--- src/rtl/irq_entry_pkg.sv ---
package irq_entry_pkg;
  localparam int SR_W     = 16;
  localparam int SR_T1    = 15;
  localparam int SR_T0    = 14;
  localparam int SR_SUP   = 13;
  localparam int MASK_LO  = 8;
  localparam int LVL_W    = 3;
  localparam int FRAME_WORDS = 4;

  typedef enum logic [1:0] {
    VSEL_DEV  = 2'd0,
    VSEL_AUTO = 2'd1,
    VSEL_SPUR = 2'd2
  } vecSel_e;

  typedef struct packed {
    logic    capture;
    logic    latchVec;
    vecSel_e vecSel;
    logic    wrEn;
    logic [1:0] wrIdx;
    logic    commitSsp;
  } ctrlStrb_t;
endpackage

--- src/rtl/irq_entry_ctrl.sv ---
module irq_entry_ctrl
  import irq_entry_pkg::*;
(
  input  logic      clk,
  input  logic      rstN,
  input  logic      start,
  input  logic      ackDataRdy,
  input  logic      ackAuto,
  input  logic      ackBusErr,
  output logic      ackReq,
  output logic      done,
  output ctrlStrb_t strb
);
  typedef enum logic [1:0] {ST_IDLE, ST_ACK, ST_PUSH, ST_DONE} state_e;

  localparam logic [1:0] LAST_IDX = 2'(FRAME_WORDS - 1);

  state_e     state, nextState;
  logic [1:0] idx;
  logic       anyTerm;

  assign anyTerm = ackDataRdy | ackAuto | ackBusErr;

  always_comb begin
    strb      = '0;
    nextState = state;
    ackReq    = (state == ST_ACK);
    done      = (state == ST_DONE);
    unique case (state)
      ST_IDLE: begin
        strb.capture = start;
        if (start) nextState = ST_ACK;
      end
      ST_ACK: begin
        if (anyTerm) begin
          strb.latchVec = 1'b1;
          nextState     = ST_PUSH;
          if (ackBusErr)   strb.vecSel = VSEL_SPUR;
          else if (ackAuto) strb.vecSel = VSEL_AUTO;
          else             strb.vecSel = VSEL_DEV;
        end
      end
      ST_PUSH: begin
        strb.wrEn      = 1'b1;
        strb.wrIdx     = idx;
        strb.commitSsp = (idx == LAST_IDX);
        if (idx == LAST_IDX) nextState = ST_DONE;
      end
      ST_DONE: nextState = ST_IDLE;
      default: nextState = ST_IDLE;
    endcase
  end

  always_ff @(posedge clk) begin
    if (!rstN) begin
      state <= ST_IDLE;
      idx   <= '0;
    end else begin
      state <= nextState;
      if (state == ST_PUSH) idx <= idx + 2'd1;
      else                  idx <= '0;
    end
  end

  AST_REQ_HOLD: assert property (@(posedge clk) disable iff (!rstN)
    ackReq && !anyTerm |=> ackReq);
  AST_DONE_PULSE: assert property (@(posedge clk) disable iff (!rstN)
    done |=> !done && !ackReq && !strb.wrEn);
  AST_PUSH_THEN_DONE: assert property (@(posedge clk) disable iff (!rstN)
    $fell(strb.wrEn) |-> done);
  AST_NO_RESTART: assert property (@(posedge clk) disable iff (!rstN)
    (ackReq || strb.wrEn) |-> !strb.capture);
endmodule

--- src/rtl/irq_entry_dp.sv ---
module irq_entry_dp
  import irq_entry_pkg::*;
#(
  parameter int ADDR_W    = 32,
  parameter int VEC_W     = 8,
  parameter int SPUR_VEC  = 24
) (
  input  logic              clk,
  input  logic              rstN,
  input  ctrlStrb_t         strb,
  input  logic [LVL_W-1:0]  level,
  input  logic [SR_W-1:0]   srIn,
  input  logic [ADDR_W-1:0] pcIn,
  input  logic [ADDR_W-1:0] sspIn,
  input  logic [VEC_W-1:0]  ackVector,
  output logic [LVL_W-1:0]  lvlHeld,
  output logic [ADDR_W-1:0] wrAddr,
  output logic [SR_W-1:0]   wrData,
  output logic [SR_W-1:0]   srOut,
  output logic [ADDR_W-1:0] sspOut,
  output logic [VEC_W-1:0]  vecOut
);
  localparam int WORD_BYTES = SR_W / 8;
  localparam int PAD_W      = SR_W - VEC_W - 2;
  localparam logic [SR_W-1:0] SR_RESET = 16'h2700;
  localparam logic [SR_W-1:0] CLR_MASK =
    SR_W'((1 << SR_T1) | (1 << SR_T0) | (((1 << LVL_W) - 1) << MASK_LO));

  logic [SR_W-1:0]   srSave;
  logic [ADDR_W-1:0] pcSave, sspBase;
  logic [VEC_W-1:0]  vecNext;
  logic [SR_W-1:0]   srForced;

  always_comb begin
    srForced = (srIn & ~CLR_MASK) | SR_W'(1 << SR_SUP);
    srForced[MASK_LO +: LVL_W] = level;
  end

  always_comb begin
    unique case (strb.vecSel)
      VSEL_AUTO: vecNext = VEC_W'(SPUR_VEC) + VEC_W'(lvlHeld);
      VSEL_SPUR: vecNext = VEC_W'(SPUR_VEC);
      default:   vecNext = ackVector;
    endcase
  end

  assign wrAddr = sspBase - ADDR_W'((32'(strb.wrIdx) + 1) * WORD_BYTES);

  always_comb begin
    unique case (strb.wrIdx)
      2'd0:    wrData = {{PAD_W{1'b0}}, vecOut, 2'b00};
      2'd1:    wrData = pcSave[SR_W-1:0];
      2'd2:    wrData = pcSave[2*SR_W-1:SR_W];
      default: wrData = srSave;
    endcase
  end

  always_ff @(posedge clk) begin
    if (!rstN) begin
      srSave  <= '0;
      pcSave  <= '0;
      sspBase <= '0;
      lvlHeld <= '0;
      srOut   <= SR_RESET;
      sspOut  <= '0;
      vecOut  <= '0;
    end else begin
      if (strb.capture) begin
        srSave  <= srIn;
        pcSave  <= pcIn;
        sspBase <= sspIn;
        lvlHeld <= level;
        srOut   <= srForced;
      end
      if (strb.latchVec)  vecOut <= vecNext;
      if (strb.commitSsp) sspOut <= wrAddr;
    end
  end

  AST_SR_FORCED: assert property (@(posedge clk) disable iff (!rstN)
    strb.capture |=> srOut[SR_SUP] && !srOut[SR_T1] && !srOut[SR_T0]
                     && srOut[MASK_LO +: LVL_W] == $past(level));
  AST_ADDR_STEP: assert property (@(posedge clk) disable iff (!rstN)
    strb.wrEn && $past(strb.wrEn) |-> wrAddr == $past(wrAddr) - ADDR_W'(WORD_BYTES));
  AST_SSP_FINAL: assert property (@(posedge clk) disable iff (!rstN)
    strb.commitSsp |=> sspOut == $past(wrAddr));
  AST_SPUR_VEC: assert property (@(posedge clk) disable iff (!rstN)
    strb.latchVec && strb.vecSel == VSEL_SPUR |=> vecOut == VEC_W'(SPUR_VEC));
endmodule

--- src/rtl/irq_entry_seq.sv ---
module irq_entry_seq
  import irq_entry_pkg::*;
#(
  parameter int ADDR_W    = 32,
  parameter int VEC_W     = 8,
  parameter int SPUR_VEC  = 24,
  parameter logic [3:0] ACK_SPACE = 4'hF
) (
  input  logic              clk,
  input  logic              rstN,
  input  logic              start,
  input  logic [2:0]        level,
  input  logic [15:0]       srIn,
  input  logic [ADDR_W-1:0] pcIn,
  input  logic [ADDR_W-1:0] sspIn,
  output logic              ackReq,
  output logic [3:0]        ackSpace,
  output logic [2:0]        ackLevel,
  input  logic              ackDataRdy,
  input  logic [VEC_W-1:0]  ackVector,
  input  logic              ackAuto,
  input  logic              ackBusErr,
  output logic              wrEn,
  output logic [ADDR_W-1:0] wrAddr,
  output logic [15:0]       wrData,
  output logic [15:0]       srOut,
  output logic [ADDR_W-1:0] sspOut,
  output logic [VEC_W-1:0]  vecOut,
  output logic              done
);
  ctrlStrb_t strb;

  irq_entry_ctrl u_ctrl (
    .clk        (clk),
    .rstN       (rstN),
    .start      (start),
    .ackDataRdy (ackDataRdy),
    .ackAuto    (ackAuto),
    .ackBusErr  (ackBusErr),
    .ackReq     (ackReq),
    .done       (done),
    .strb       (strb)
  );

  irq_entry_dp #(
    .ADDR_W   (ADDR_W),
    .VEC_W    (VEC_W),
    .SPUR_VEC (SPUR_VEC)
  ) u_dp (
    .clk       (clk),
    .rstN      (rstN),
    .strb      (strb),
    .level     (level),
    .srIn      (srIn),
    .pcIn      (pcIn),
    .sspIn     (sspIn),
    .ackVector (ackVector),
    .lvlHeld   (ackLevel),
    .wrAddr    (wrAddr),
    .wrData    (wrData),
    .srOut     (srOut),
    .sspOut    (sspOut),
    .vecOut    (vecOut)
  );

  assign wrEn     = strb.wrEn;
  assign ackSpace = ackReq ? ACK_SPACE : 4'h0;

  AST_ACK_SPACE: assert property (@(posedge clk) disable iff (!rstN)
    ackReq |-> ackSpace == ACK_SPACE && !wrEn);
endmodule

--- config.mk ---
export PLATFORM = sky130hd
export DESIGN_NAME = irq_entry_seq
export DESIGN_NICKNAME = d
export VERILOG_FILES = /design/src/rtl/irq_entry_pkg.sv /design/src/rtl/irq_entry_ctrl.sv /design/src/rtl/irq_entry_dp.sv /design/src/rtl/irq_entry_seq.sv
export SDC_FILE = /design/constraint.sdc
export NUM_CORES = 1
export LEC_CHECK = 0
export BUFFER_PORTS_ARGS = -buffer_cell sky130_fd_sc_hd__buf_2
export CAP_MARGIN = 20
export CORE_MARGIN = 2
export CORE_UTILIZATION = 45
export CTS_CLUSTER_DIAMETER = 80
export DETAILED_ROUTE_END_ITERATION = 7
export PLACE_DENSITY = 0.76
export SYNTH_ARGS = -nofsm -noshare
export SYNTH_HDL_FRONTEND = slang
export SYNTH_SLANG_ARGS = --single-unit
--- constraint.sdc ---
create_clock -name clk -period 3.71 [get_ports clk]
set_input_delay 0.371 -clock clk [delete_from_list [all_inputs] [get_ports clk]]
set_output_delay 0.371 -clock clk [all_outputs]
set_load 0.005 [all_outputs]
---- Yosys cells after proc, flatten, opt, wreduce, memory -nomap -nowiden ----
Cells that the tools add are included.
storage, ports and cells
  bits in registers ....................... 140
  output and inout bits ................... 114
  logic and storage cells ................. 43
cells by class
  add/sub/neg operators ................... 4
  equality and inequality tests ........... 11
  muxes and demuxes ....................... 13
  bitwise gates (word level) .............. 2
  reduce and logical (&&, ||, !) cells .... 4
operators with widths
  kind                                                  number
  one-hot mux 16 bit (3 select lines)                   1
  subtractor 32 bit                                     1
  one-hot mux 8 bit (2 select lines)                    1
  equality test 2 bit (second input constant)           5
  two-way mux 2 bit                                     4
  two-way mux 4 bit                                     2
  one-hot mux 2 bit (4 select lines)                    1
  adder 5 x 3 -> 6 bit (first input constant)           1
  equality test 2 x 1 -> 1 bit (second input constant)  3
  two-way mux 3 bit                                     2
  logical NOT 2 bit                                     2
  != test 2 x 1 -> 1 bit (second input constant)        2
  adder 2 x 1 -> 3 bit (second input constant)          1
  AND reduction 3 bit                                   1
  adder 2 x 1 -> 2 bit (second input constant)          1
  two-way mux 1 bit                                     2
  != test 2 bit (second input constant)                 1
  OR 1 bit                                              2
  AND reduction 2 bit                                   1

---- Longest topological paths before layout ----
  depth in word-level cells ............... 6
  mapped depth ............................ 15
  depth with buffers taken out ............ 11

---- By module ----
A second synthesis with hierarchy kept.
second synthesis, totals
  cells, all modules ...................... 660
  area total of the unflattened synthesis .. 5916.9 um^2
modules (own cells, without submodules)
  module          instances  cells each  area an instance (um^2)  seq. area each (um^2)
  irq_entry_dp    1          626         5591.6                   2522.4
  irq_entry_ctrl  1          30          295.3                    80.1
  irq_entry_seq   1          4           30.0                     0.0

---- Worst setup path after synthesis ----
OpenSTA, ideal clock, no wires.
  kind .................................... flip-flop to output port
  from .................................... register u_ctrl.state[0]
  to ...................................... output wrAddr[17]
  arrival ................................. 3656 ps
  path slack .............................. -317 ps
  stages on the path, launching flop included .. 16
  cell sequence ........................... dfxtp_1 > inv_1 > ha_1 > clkbuf_1 > nand2_1 > inv_1 > ha_1 > clkinv_1 > clkbuf_1 > ha_1 > or4_1 > clkbuf_1 > or4_1 > clkbuf_1 > or4_1 > nand2_1
on the way
  cells in the longest elaborated chain, start to end .. 4
ends and longest elaborated chain
  what                      line                  RTL
  start: declaration        irq_entry_ctrl.sv:18  state_e state, nextState;
  start signal: assignment  irq_entry_ctrl.sv:59  state <= nextState;
  equality test 2 bit       irq_entry_ctrl.sv:29  unique case (state)
  two-way mux 4 bit         irq_entry_ctrl.sv:29
  adder 2 x 1 -> 3 bit      irq_entry_dp.sv:47    assign wrAddr = sspBase - ADDR_W'((32'(strb.wrIdx) + 1) * WORD_BYTES);
  subtractor 32 bit         irq_entry_dp.sv:47
  end: declaration          irq_entry_seq.sv:24   output logic [ADDR_W-1:0] wrAddr,
No other way between the ends.

---- Worst setup path after layout ----
Same ends and word-level chain as after synthesis.

==> impl_metrics.tcl <==
set metrics [dict create \
    num_rows 42 \
    grt_max_degree 69 \
    crit_family "simple AND/OR/NAND/NOR gates" \
    drive_above_1_share_pct 28.9 \
    hold_viol 0 \
    skew_ns 0.00830 \
    postRouteAntennaNets 0 \
    dp_slack_ns 0.182 \
    via_per_inst 5.36 \
    powerDensity_mw_per_mm2 696 \
    yosys.area_share.simple_pct 24.4 \
    maxCapViolCount 0 \
    ys_warn_count 0 \
    setup_viol 0 \
    path_class "flip-flop to output port" \
    slew_viol_final 0 \
    worst_slew_pin_slew_ns 0.959 \
    syn_area_per_cell_sq_um 7.68 \
    die_w_microns 120 \
    synth_compound_area_share_pct 20.4 \
    synth.distinct_cells 46 \
    via_count 6137 \
    ys_seq_elements 130 \
    cts_made_buffers 17 \
    firstDrtPassIters 5 \
    hold_buffers 0 \
    synth_area_sq_mm 0.00604 \
    fmax_mhz 276 \
    drt-initial-drc-count 455 \
    cp_max_fo 6 \
    wire_per_inst_microns 15.3 \
    crit_required_ns 3.34 \
    antenna_found_initial 2 \
    max_slew_margin_pct 36.0 \
    clock_latency_ns 0.42 \
    path_buf_inv 4 \
    p_leak_nw 3.49 \
    io_pins 211 \
    grt_overflow_total 0 \
    cts_sinks 130 \
    busiest_layer "met2" \
    crit_chain "inv_2 > ha_4 > nand2_4 > inv_2 > ha_4 > clkinv_2 > ha_4 > or4_4 > or4_4 > or4_4 > nand2_1 > buf_2" \
    grt_pass1_vias 5342 \
    synth_xor_area_share_pct 1.74 \
    synth_flop_cell "dfxtp_1" \
    design_area_sq_mm 0.00774 \
    fin_cells 1145 \
    synth_top_family_by_area "simple AND/OR/NAND/NOR gates" \
    status "finished, final reports clean" \
    grt_use_met3_pct 5.23 \
    cts_root_buf "clkbuf_16" \
    synthArstFlopShare_pct 0 \
    most-common-layout-cells "nand2_1 (212), buf_2 (207), dfxtp_1 (128)" \
    clkTransAtPathRegs_ns 0.06 \
    gp_congestion 0.842 \
    grt_pass1_wl_mm 27.0 \
    dp.final_hpwl_mm 11.9 \
    core_sq_mm 0.0132 \
    min_path_type "input pin to flip-flop" \
    peakVddDrop_v 0.000446 \
    nFillCells 1249 \
    syn_inst 787 \
    synthMuxAreaShare_pct 0.166 \
    arrival_ns 3.25 \
    drc 0 \
    cts_max_path_buffers 2 \
    fin_crit_sh_pct 97.5 \
    place_area_sq_mm 0.00708 \
    synth_fa_ha_area_share_pct 3.02 \
    use_met2_pct 37.6 \
    cts_max_level 4 \
    cts_tree "yes" \
    die_h_microns 120 \
    groute.usage.overall_pct 23.6 \
    final_common_cell "nand2_1" \
    dp_cells 1107 \
    synthToLayoutAreaGrowth_pct 28.1 \
    cp_slowest_cell "or4_4" \
    use_met1_pct 31.1 \
    drt-total-wl_mm 17.6 \
    ys_seq_area_share_pct 43.1 \
    start_util_pct 45.8 \
    critPathMaxStageDelay_ns 0.58 \
    nNetsFinal 1065 \
    io_buffers 207 \
    setup.worst_path.start_class "flip-flop" \
    synth_edf_count 0 \
    final.min_clock_period_ns 3.62 \
    setup_ws_ns 0.0912 \
    die_area_sq_mm 0.0144 \
    cp-end-kind "output port" \
]
[worst paths after layout]
kind	from	endpoint	slack [ns]	depth (start not counted)
max reg2reg	u_ctrl.state[0]$_SDFFE_PN0P_	u_dp.sspOut[17]$_SDFFE_PN0P_	0.85	11
min reg2reg	u_dp.pcSave[11]$_SDFFE_PN0P_	u_dp.pcSave[11]$_SDFFE_PN0P_	0.45	2
max	u_ctrl.state[0]$_SDFFE_PN0P_	wrAddr[17]	0.09	12
min	level[1]	u_dp.srOut[9]$_SDFFE_PN1P_	0.16	3
[tightest hold or removal path, delay by kind of cell]
family	cells	cell delay [ns]
and+or+nand+nor	2	0.10
buffers and inverters	1	0.07
[power by group]
group / internal, mW / total (mW) / switching (mW) / leakage (nW)
Clock: 1.02 / 1.63 / 0.609 / 0.280
Combinational: 0.787 / 1.94 / 1.16 / 2.15
Sequential: 1.62 / 1.81 / 0.196 / 1.06
Total: 3.42 / 5.39 / 1.96 / 3.49
[routing by layer]
layer | share of wire (%) | vias to the layer above | routed length (microns)
li1 | - | 3059 | -
met1 | 45 | 2837 | 7850
met2 | 47 | 209 | 8270
met3 | 5.8 | 32 | 1010
met4 | 2.5 | 0 | 435
met5 | 0 | - | 0
[per-stage QoR]
step | TNS, ns | util (%) | total power, mW | hold slack, ns
2_1_floorplan | 0 | - | 3.06 | 0.417
3_3_place_gp | 0 | 53.7 | 3.66 | 0.434
3_5_place_dp | 0 | 53.7 | 3.69 | 0.440
4_1_cts | 0 | 58.2 | 5.35 | 0.145
5_1_grt | -0.0118 | 58.7 | 5.71 | 0.156
6_report | 0 | 58.7 | 5.39 | 0.163
[registers in the layout (all words and copies together), names as in the netlist]
name / flops
u_ctrl.idx: 2
u_dp.srSave: 16
u_dp.srOut: 3
u_dp.pcSave: 32
u_dp.sspBase: 32
u_dp.lvlHeld: 3
u_dp.sspOut: 32
u_ctrl.state: 2
u_dp.vecOut: 8
[logic make-up (layout without fill, tap and decap cells)]
logic type                 count (synthesis)  after routing
adders and majority gates                 14             14
muxes                                      1              1
buffers and inverters                     94            273
DFF                                      130            130
other                                      2              5
xor gates and xnor gates                  12             12
AOI/OAI and AO/OA                        205            205
and+or+nand+nor                          329            329
[layout make-up]
class                   instances  area (sq um)  share of cell area [%]
multi-input cells             564          3080                    39.8
clock buffers                  22           464                    6.00
repair buffers                224          1190                    15.4
clock inverters                10           109                    1.41
flip-flops and latches        130          2610                    33.6
diodes                          2          5.00                  0.0646
inverters                      17          66.3                   0.856
well taps                     176           220                    2.84
[synth_stat cells, types with 13 or more instances]
master	n	area (sq um)
nand2_1	215	807
dfxtp_1	130	2600
a21oi_1	101	505
clkbuf_1	55	206
o21ai_0	33	165
nor2_1	32	120
or4_1	20	150
buf_4	18	135
a31oi_1	17	106
inv_1	16	60.1
ha_1	13	163
nor3_1	13	65.1
[what timing repair did]
| action | 4_1_cts | 5_1_grt |
|---|---|---|
| gates resized for setup | 5 | 10 |
| pin swaps | 1 | 3 |
| gates cloned | 0 | 0 |
| setup endpoints to repair | 3 | 8 |
| buffers inserted | 0 | 4 |
Power figures use the tool's default switching activity.
